<file path="config.mk">
export PLATFORM = sky130hd
export DESIGN_NAME = dual_mult
export DESIGN_NICKNAME = d
export VERILOG_FILES = /design/src/rtl/dmul_pkg.sv /design/src/rtl/dmul_pp.sv /design/src/rtl/dmul_stage.sv /design/src/rtl/dmul_array.sv /design/src/rtl/dual_mult.sv
export SDC_FILE = /design/constraint.sdc
export NUM_CORES = 1
export LEC_CHECK = 0
export BUFFER_PORTS_ARGS = -buffer_cell sky130_fd_sc_hd__buf_2
export CAP_MARGIN = 5
export CORE_MARGIN = 5
export CORE_UTILIZATION = 27
export DETAILED_ROUTE_END_ITERATION = 8
export GPL_TIMING_DRIVEN = 0
export PLACE_DENSITY = 0.55
export REMOVE_ABC_BUFFERS = 1
export SYNTH_ARGS = -nofsm -noshare
export SYNTH_HDL_FRONTEND = slang
export SYNTH_SLANG_ARGS = --single-unit
export TNS_END_PERCENT = 30
</file>
<file path="constraint.sdc">
create_clock -name clk_i -period 13.05 [get_ports clk_i]
set_clock_uncertainty 0.15 [all_clocks]
set_input_delay 1.305 -clock clk_i [delete_from_list [all_inputs] [get_ports clk_i]]
set_output_delay 1.305 -clock clk_i [all_outputs]
set_load 0.1 [all_outputs]
</file>
<file path="src/rtl/dmul_pkg.sv">
package dmul_pkg;
  typedef enum logic {
    MODE_WIDE  = 1'b0,
    MODE_SPLIT = 1'b1
  } dmul_mode_e;

  typedef struct packed {
    dmul_mode_e mode;
    logic       a_sgn;
    logic       b_sgn;
  } dmul_cfg_t;
endpackage

</file>
<file path="src/rtl/dmul_pp.sv">
// One half-width partial product with per-operand sign extension.
module dmul_pp #(
  parameter int W = 9
) (
  input  logic [W-1:0]          x_i,
  input  logic [W-1:0]          y_i,
  input  logic                  xs_i,
  input  logic                  ys_i,
  output logic signed [2*W+1:0] p_o
);
  localparam int PW = 2 * W + 2;

  logic signed [W:0] xe, ye;

  always_comb begin
    xe  = {xs_i & x_i[W-1], x_i};
    ye  = {ys_i & y_i[W-1], y_i};
    p_o = PW'(xe) * PW'(ye);
  end
endmodule

</file>
<file path="src/rtl/dmul_stage.sv">
// Bypassable register stage with clock enable and synchronous clear.
module dmul_stage #(
  parameter int W = 8
) (
  input  logic         clk_i,
  input  logic         rst_ni,
  input  logic         ce_i,
  input  logic         sclr_i,
  input  logic         en_i,
  input  logic [W-1:0] d_i,
  output logic [W-1:0] q_o
);
  logic [W-1:0] r_q;

  always_ff @(posedge clk_i or negedge rst_ni) begin
    if (!rst_ni)     r_q <= '0;
    else if (sclr_i) r_q <= '0;   // clear wins over clock enable
    else if (ce_i)   r_q <= d_i;
  end

  assign q_o = en_i ? r_q : d_i;

  a_r9_hold: assert property (@(posedge clk_i) disable iff (!rst_ni)
    (en_i && !ce_i && !sclr_i) |=> $stable(q_o) || !$stable(en_i));

  a_r10_clear: assert property (@(posedge clk_i) disable iff (!rst_ni)
    (en_i && sclr_i) |=> (r_q == '0));
endmodule

</file>
<file path="src/rtl/dmul_array.sv">
// Four half-width partial products; wide mode sums them, split mode uses the diagonals.
module dmul_array
  import dmul_pkg::*;
#(
  parameter int HALF_W = 9
) (
  input  logic [2*HALF_W-1:0] a_i,
  input  logic [2*HALF_W-1:0] b_i,
  input  dmul_cfg_t           cfg_i,
  output logic [4*HALF_W-1:0] p_o
);
  localparam int PPW = 2 * HALF_W + 2;
  localparam int SW  = 4 * HALF_W + 2;
  localparam int HPW = 2 * HALF_W;

  logic split;
  assign split = (cfg_i.mode == MODE_SPLIT);

  logic signed [PPW-1:0] pp [2][2];

  for (genvar ia = 0; ia < 2; ia++) begin : g_a
    for (genvar ib = 0; ib < 2; ib++) begin : g_b
      // Low halves are unsigned magnitude pieces in wide mode.
      logic xs, ys;
      assign xs = cfg_i.a_sgn & ((ia == 1) | split);
      assign ys = cfg_i.b_sgn & ((ib == 1) | split);

      dmul_pp #(.W(HALF_W)) u_pp (
        .x_i  (a_i[ia*HALF_W +: HALF_W]),
        .y_i  (b_i[ib*HALF_W +: HALF_W]),
        .xs_i (xs),
        .ys_i (ys),
        .p_o  (pp[ia][ib])
      );
    end
  end

  logic signed [SW-1:0] hh_x, hl_x, lh_x, ll_x, wide_sum;

  always_comb begin
    hh_x     = SW'(pp[1][1]);
    hl_x     = SW'(pp[1][0]);
    lh_x     = SW'(pp[0][1]);
    ll_x     = SW'(pp[0][0]);
    wide_sum = (hh_x <<< (2 * HALF_W)) + ((hl_x + lh_x) <<< HALF_W) + ll_x;
    if (split) p_o = {pp[1][1][HPW-1:0], pp[0][0][HPW-1:0]};
    else       p_o = wide_sum[4*HALF_W-1:0];
  end
endmodule

</file>
<file path="src/rtl/dual_mult.sv">
module dual_mult
  import dmul_pkg::*;
#(
  parameter int HALF_W = 9
) (
  input  logic                clk_i,
  input  logic                rst_ni,
  input  logic                ce_i,
  input  logic                sclr_i,
  input  logic                mode_i,
  input  logic                a_signed_i,
  input  logic                b_signed_i,
  input  logic                in_reg_en_i,
  input  logic                out_reg_en_i,
  input  logic [2*HALF_W-1:0] a_i,
  input  logic [2*HALF_W-1:0] b_i,
  output logic [4*HALF_W-1:0] p_o
);
  localparam int OPW = 2 * HALF_W;
  localparam int PW  = 4 * HALF_W;
  localparam int CW  = $bits(dmul_cfg_t);
  localparam int IW  = CW + 2 * OPW;

  dmul_cfg_t       cfg_d, cfg_q;
  logic [OPW-1:0]  a_q, b_q;
  logic [IW-1:0]   in_d, in_q;
  logic [PW-1:0]   prod;

  always_comb begin
    cfg_d.mode  = dmul_mode_e'(mode_i);
    cfg_d.a_sgn = a_signed_i;
    cfg_d.b_sgn = b_signed_i;
    in_d        = {cfg_d, a_i, b_i};
  end

  dmul_stage #(.W(IW)) u_in_stage (
    .clk_i  (clk_i),
    .rst_ni (rst_ni),
    .ce_i   (ce_i),
    .sclr_i (sclr_i),
    .en_i   (in_reg_en_i),
    .d_i    (in_d),
    .q_o    (in_q)
  );

  assign {cfg_q, a_q, b_q} = in_q;

  dmul_array #(.HALF_W(HALF_W)) u_array (
    .a_i   (a_q),
    .b_i   (b_q),
    .cfg_i (cfg_q),
    .p_o   (prod)
  );

  dmul_stage #(.W(PW)) u_out_stage (
    .clk_i  (clk_i),
    .rst_ni (rst_ni),
    .ce_i   (ce_i),
    .sclr_i (sclr_i),
    .en_i   (out_reg_en_i),
    .d_i    (prod),
    .q_o    (p_o)
  );

  logic comb_path;
  assign comb_path = !in_reg_en_i && !out_reg_en_i;

  a_r1_zero_operand: assert property (@(posedge clk_i) disable iff (!rst_ni)
    (comb_path && (a_i == '0 || b_i == '0)) |-> (p_o == '0));

  a_r2_low_half_zero: assert property (@(posedge clk_i) disable iff (!rst_ni)
    (comb_path && mode_i && a_i[HALF_W-1:0] == '0) |-> (p_o[OPW-1:0] == '0));

  a_r4_unsigned_identity: assert property (@(posedge clk_i) disable iff (!rst_ni)
    (comb_path && !mode_i && !a_signed_i && !b_signed_i && a_i == OPW'(1))
      |-> (p_o == PW'(b_i)));
endmodule

</file>
==> impl_metrics.yaml, run 1 <==
sta:
  fmax_ghz: 0.07874
  setup_violations: 0
  setup_ws_ns: 0.3507
  period_share_pct: 97.31
  period_minus_slack_ns: 12.70
  final_hold_viol_count: 0
  maxSlewHeadroom_pct: 29.45
  report.final.slew_viol_count: 0
  grt_setup_unrepaired: "no"
  worst_pin_slew_ns: 1.058
logic_synthesis:
  ys_ff_latch: 75
  ys_warn_count: 0
  synth_area_per_cell_sq_um: 9.086
  synth_top_area_cell: "fa_1"
  ys_seq_area_share_pct: 8.775
  synth_common_cells: "inv_1 (459), fa_1 (414), nor2_1 (314)"
  netlist-cell-type-count: 73
  synth_most_common_cell: "inv_1"
  synthTopCellsByArea: "fa_1 (39%), ha_1 (12%), dfrtp_1 (8.8%)"
  synth_edf_count: 0
  synthCells: 2354
  netlist_area_sq_mm: 0.02139
  synth_top_area_share_pct: 38.75
  synth_flop_cell: "dfrtp_1"
  synthArstFlopShare_pct: 100.0
finish:
  fill_cells: 8175
  area_growth_pct: 14.74
  multi_input_area_sq_mm: 0.01802
  layout-drive-gt1-share_pct: 13.46
  fin_nets: 3106
  regArea_sq_mm: 0.001877
drt:
  drc: 0
  drtAntennaViolNets: 0
  wire_per_inst_microns: 18.08
  vias_per_cell: 4.599
  totalWireLength_mm: 63.26
  first_iter_violations: 880
  vias: 16090
  dr.pass1.iters: 5
clock_network:
  cts_max_level: 3
  clk_pin_slew_ns: 0.07
  cts_tree: "done"
  holdBufCountCts: 0
  cts.sinks: 75
  clock_path_buffers: 2
  cts_root_buf: "clkbuf_16"
  worstSkewPairLatency_ns: 0.39
  cts-buffers-inserted: 9
worst_setup_path:
  critPathMaxStageDelay_ns: 0.63
  r2r_start: "u_in_stage.r_q[38]$_DFFE_PN0P_"
  critPathMaxFanout: 18
  cp.arrival_ns: 11.24
  end_kind: "output port"
  crit_required_ns: 11.60
  critPathSlowestCell: "fa_2"
  r2r_slack_ns: 2.87
  worst-setup-path-type: "input port to output port"
  r2r-end: "u_out_stage.r_q[35]$_DFFE_PN0P_"
  rr_worst_depth: 41
  crit_path_start_kind: "input port"
placed_design:
  dp_slack_ns: -1.951
  dp_hpwl_mm: 49.64
  gp_congestion: 0.8250
  io_buffers: 80
hold_path:
  min-delay-start: "u_out_stage.r_q[1]$_DFFE_PN0P_"
  hold_path_end: "u_out_stage.r_q[1]$_DFFE_PN0P_"
  hold_depth: 2
  hold_path.class: "flip-flop to flip-flop"
floorplan:
  dieArea_sq_mm: 0.08494
  ioPinCount: 81
  core_sq_mm: 0.07874
  fp.dieW_microns: 291.5
  die_h_microns: 291.5
  start_util_pct: 27.16
  rows: 103
grt:
  grt_pass1_vias: 16610
  grt_max_degree: 56
  overflow: 0
  grt_pass1_wl_mm: 97.63
  grt_use_total_pct: 14.83
  grt_antenna_before_repair: 20
status:
  status: "finished, final reports clean"
flow_run:
  drv_cap: 0
## final cells by class
type	instances	area share, %
antenna	5	0.05099
clock buffer	10	0.9738
clock inverter	6	0.2600
inverter	463	7.128
multi-input combinational	1741	73.44
sequential	75	7.648
tap	1050	5.354
timing repair buffer	149	5.150
## layer usage
metal	share of wire (%)	up-vias	track usage, %
met5	0.087	-	0
met3	6.2	117	3.029
met1	43	8150	19.44
met2	48	382	24.95
met4	3.5	8	4.214
li1	-	7434	-
## stage by stage
step	area, sq um	util (%)	hold WS, ns	TNS, ns	std cells
4_1_cts	24120	30.64	0.3702	0	3471
3_5_place_dp	23330	29.62	0.3539	-15.06	3435
3_3_place_gp	22770	28.91	0.3458	-134.32	3406
5_1_grt	24530	31.16	0.3950	0	3496
6_report	24540	31.16	0.3698	0	3499
2_1_floorplan	21050	-	0.3304	-1.896	2276
## kinds of logic after synthesis
| logic type | after synthesis | share of synthesized area (%) |
|---|---|---|
| AOI/OAI and AO/OA | 206 | 6.494 |
| xor gates and xnor gates | 102 | 4.429 |
| adders and majority gates | 622 | 50.92 |
| buffers and inverters | 541 | 9.723 |
| DFF | 75 | 8.775 |
| muxes | 145 | 7.114 |
| and+or+nand+nor | 663 | 12.55 |
## registers in the layout, indices dropped and copies added (netlist names)
name	flops
u_in_stage.r_q	39
u_out_stage.r_q	36
## worst max-delay path: cells and delay by family
family / cells / cell delay (ns)
AOI/OAI and AO/OA: 12 / 2.25
muxes: 1 / 0.21
xor gates and xnor gates: 3 / 0.67
adders and majority gates: 10 / 4.43
and+or+nand+nor: 6 / 1.07
buffers and inverters: 11 / 1.28
## timing repair
item	4_1_cts	5_1_grt
setup endpoints to repair	14	6
cloned	4	3
buffers inserted	16	20
resized for setup	45	46
pin swaps	7	13
## layout by cell type (no fill, tap or decap), types with 5 or more instances in the layout
cell       instances
a211oi_1           6
a21o_1            13
a21o_2             7
a21oi_1           50
a21oi_2            7
a311oi_1           7
a31oi_1            8
and2_1             8
and3_1             5
buf_16             7
buf_2             75
buf_4             36
buf_6             22
clkbuf_16         10
dfrtp_1           75
diode_2            5
fa_1             411
ha_1             202
inv_1            457
mux2_2            49
mux2_4             6
mux2i_1           53
mux2i_2           23
mux2i_4           16
nand2_1          268
nand2b_1          10
nand3_1            7
nand4_1            5
nor2_1           311
nor2b_1            9
nor3_1            12
o21a_1            12
o21ai_0           36
o21ai_1           13
o21bai_1           8
xnor2_1           73
xnor2_2            5
xor2_1            21
## worst max path at each step
stage                     depth (start not counted)      end        start  slack [ns]
final                                            43  p_o[35]  in_reg_en_i        0.35
after global routing                             43  p_o[35]  in_reg_en_i       0.004
after CTS                                        40  p_o[35]  in_reg_en_i        0.07
after detailed placement                         37  p_o[35]  in_reg_en_i       -1.95
after global placement                           38  p_o[35]  in_reg_en_i       -5.36
after floorplan                                  34  p_o[29]  in_reg_en_i       -0.64
Power of run 1 is not shown: default switching activity piles up to over one toggle a cycle in this logic, so the estimate is an artifact.
==> run 2: changes to the inputs <==
==> constraint.sdc (replaced) <==
create_clock -name clk_i -period 11.4 [get_ports clk_i]
set_clock_uncertainty 0.15 [all_clocks]
set_input_delay 1.14 -clock clk_i [delete_from_list [all_inputs] [get_ports clk_i]]
set_output_delay 1.14 -clock clk_i [all_outputs]
set_load 0.1 [all_outputs]
==> run 2 against run 1 <==
Sequential cell count did not move; register-to-register slack got worse by 1.8 ns; largest cell class unchanged; the run now ends with negative setup slack left; critical endpoint unchanged; critical path depth rose by 1.
==> impl_metrics.yaml, run 2 (synthesis results as in run 1) <==
finish:
  regMostFlops: "u_in_stage.r_q"
  final_common_cell: "inv_1"
  fill_cells: 8038
  layout-drive-gt1-share_pct: 19.87
  largest_reg_flops: 39
  area_growth_pct: 22.58
  multi_input_area_sq_mm: 0.01864
  fin_nets: 3204
  largestRegisters: "u_in_stage.r_q (39), u_out_stage.r_q (36)"
  regArea_sq_mm: 0.001877
  layout.cells.non_filler: 3597
  final_cell_mix: "inv_1 (447), fa_1 (404), nor2_1 (304)"
placed_design:
  dp_hpwl_mm: 49.64
  gp_congestion: 0.8250
  io_buffers: 80
  place_inst: 3435
floorplan:
  core_sq_mm: 0.07874
  ioPinCount: 81
  fp.dieW_microns: 291.5
  die_h_microns: 291.5
  rows: 103
  dieArea_sq_mm: 0.08494
  start_util_pct: 27.16
sta:
  worst_pin_slew_ns: 1.088
  report.final.slew_viol_count: 0
  final_hold_viol_count: 0
  period_share_pct: 103.6
  grt_setup_unrepaired: "yes"
  setup_ws_ns: -0.4131
  setup_violations: 5
  maxSlewHeadroom_pct: 27.44
  fmax_ghz: 0.08465
  period_minus_slack_ns: 11.81
status:
  status: "complete, but fails checks"
  violations: "negative setup slack"
clock_network:
  cts_tree: "done"
  cts.sinks: 75
  clock_path_buffers: 2
  clk_pin_slew_ns: 0.07
  cts_max_level: 3
  cts-buffers-inserted: 9
  cts_root_buf: "clkbuf_16"
  worstSkewPairLatency_ns: 0.39
grt:
  grt_use_total_pct: 15.81
  overflow: 0
  grt_pass1_wl_mm: 103.3
  grt_antenna_before_repair: 20
  grt_max_degree: 56
  grt_pass1_vias: 17290
worst_setup_path:
  end_kind: "output port"
  cpMostUsedCell: "fa_1"
  crit_buf_inv: 12
  crit_family: "adder cells"
  critPathMaxStageDelay_ns: 0.61
  worst-setup-path-type: "input port to output port"
  critPathMaxFanout: 8
  crit_path_start_kind: "input port"
  crit_required_ns: 10.11
  critPathSlowestCell: "fa_2"
  cp.arrival_ns: 10.52
drt:
  wire_per_inst_microns: 18.62
  first_iter_violations: 1035
  wl_met2_mm: 32.09
  drt-met1-wl_mm: 28.41
  dr.pass1.iters: 5
  top_layer_used: "met5"
  met3_length_mm: 4.240
  vias: 16650
  totalWireLength_mm: 66.97
  drtAntennaViolNets: 0
  vias_per_cell: 4.628
  drc: 0
flow_run:
  drv_cap: 0
hold_path:
  hold_path.class: "flip-flop to flip-flop"
## run 2: cell count changes in the layout (fill, tap and decap cells not counted), moves of 9 or more
cell,change
inv_1,-10
buf_2,-10
ha_1,-16
mux2i_2,-9
o21ai_0,-9
ha_4,+12
a21oi_1,-9
buf_12,+15
mux2_4,+15
mux2_2,-14
mux2i_4,+11
buf_6,+10
buf_4,+78
## run 2: final cells by class
cell class / instances / share of cell area [%]
Tap cell: 1050 / 5.011
Antenna cell: 5 / 0.04772
Timing Repair Buffer: 246 / 8.743
Clock buffer: 10 / 0.9115
Multi-Input combinational cell: 1742 / 71.11
Sequential cell: 75 / 7.159
Inverter: 463 / 6.777
Clock inverter: 6 / 0.2434
## run 2: metrics by stage
step	setup TNS [ns]	instance area, sq um	setup WS, ns	utilization, %	hold slack (ns)
after floorplan	-9.676	21050	-1.959	-	0.3304
after global placement	-203.22	22770	-6.682	28.91	0.3458
after detailed placement	-48.34	23330	-3.271	29.62	0.3539
after CTS	-1.528	25680	-0.6766	32.61	0.3702
after global routing	-3.441	26210	-0.7540	33.29	0.3950
final	-0.9394	26220	-0.4131	33.30	0.3660
## run 2: path summary, 6_finish.rpt
path                                                start                               to  slack (ns)  depth (start not counted)
min reg2reg                u_out_stage.r_q[4]$_DFFE_PN0P_   u_out_stage.r_q[4]$_DFFE_PN0P_        0.37                          2
max in group asynchronous                          rst_ni   u_in_stage.r_q[16]$_DFFE_PN0P_        9.91                          2
min                        u_out_stage.r_q[4]$_DFFE_PN0P_   u_out_stage.r_q[4]$_DFFE_PN0P_        0.37                          2
max reg2reg                u_in_stage.r_q[38]$_DFFE_PN0P_  u_out_stage.r_q[35]$_DFFE_PN0P_        1.10                         48
max                                           in_reg_en_i                          p_o[35]       -0.41                         44
min in group asynchronous                          rst_ni   u_out_stage.r_q[3]$_DFFE_PN0P_        0.53                          1
## run 2: timing repair
item / CTS / global route
buffers inserted: 103 / 29
hold buffers: 0 / 0
cloned: 10 / 0
resized for setup: 196 / 66
endpoints found under the setup margin: 29 / 15
pin swaps: 59 / 70
## run 2: routing by layer
layer	vias to the layer above	global-route usage, %
li1	7648	-
met1	8451	20.68
met2	416	26.32
met3	123	3.548
met4	8	4.676
met5	-	0
## run 2: tightest hold or removal path: stages (launching register included)
cell	delay [ns]
dfrtp_1	0.34
a21oi_1	0.06
nor2_1	0.07
Power of run 2 is left out for the same reason.
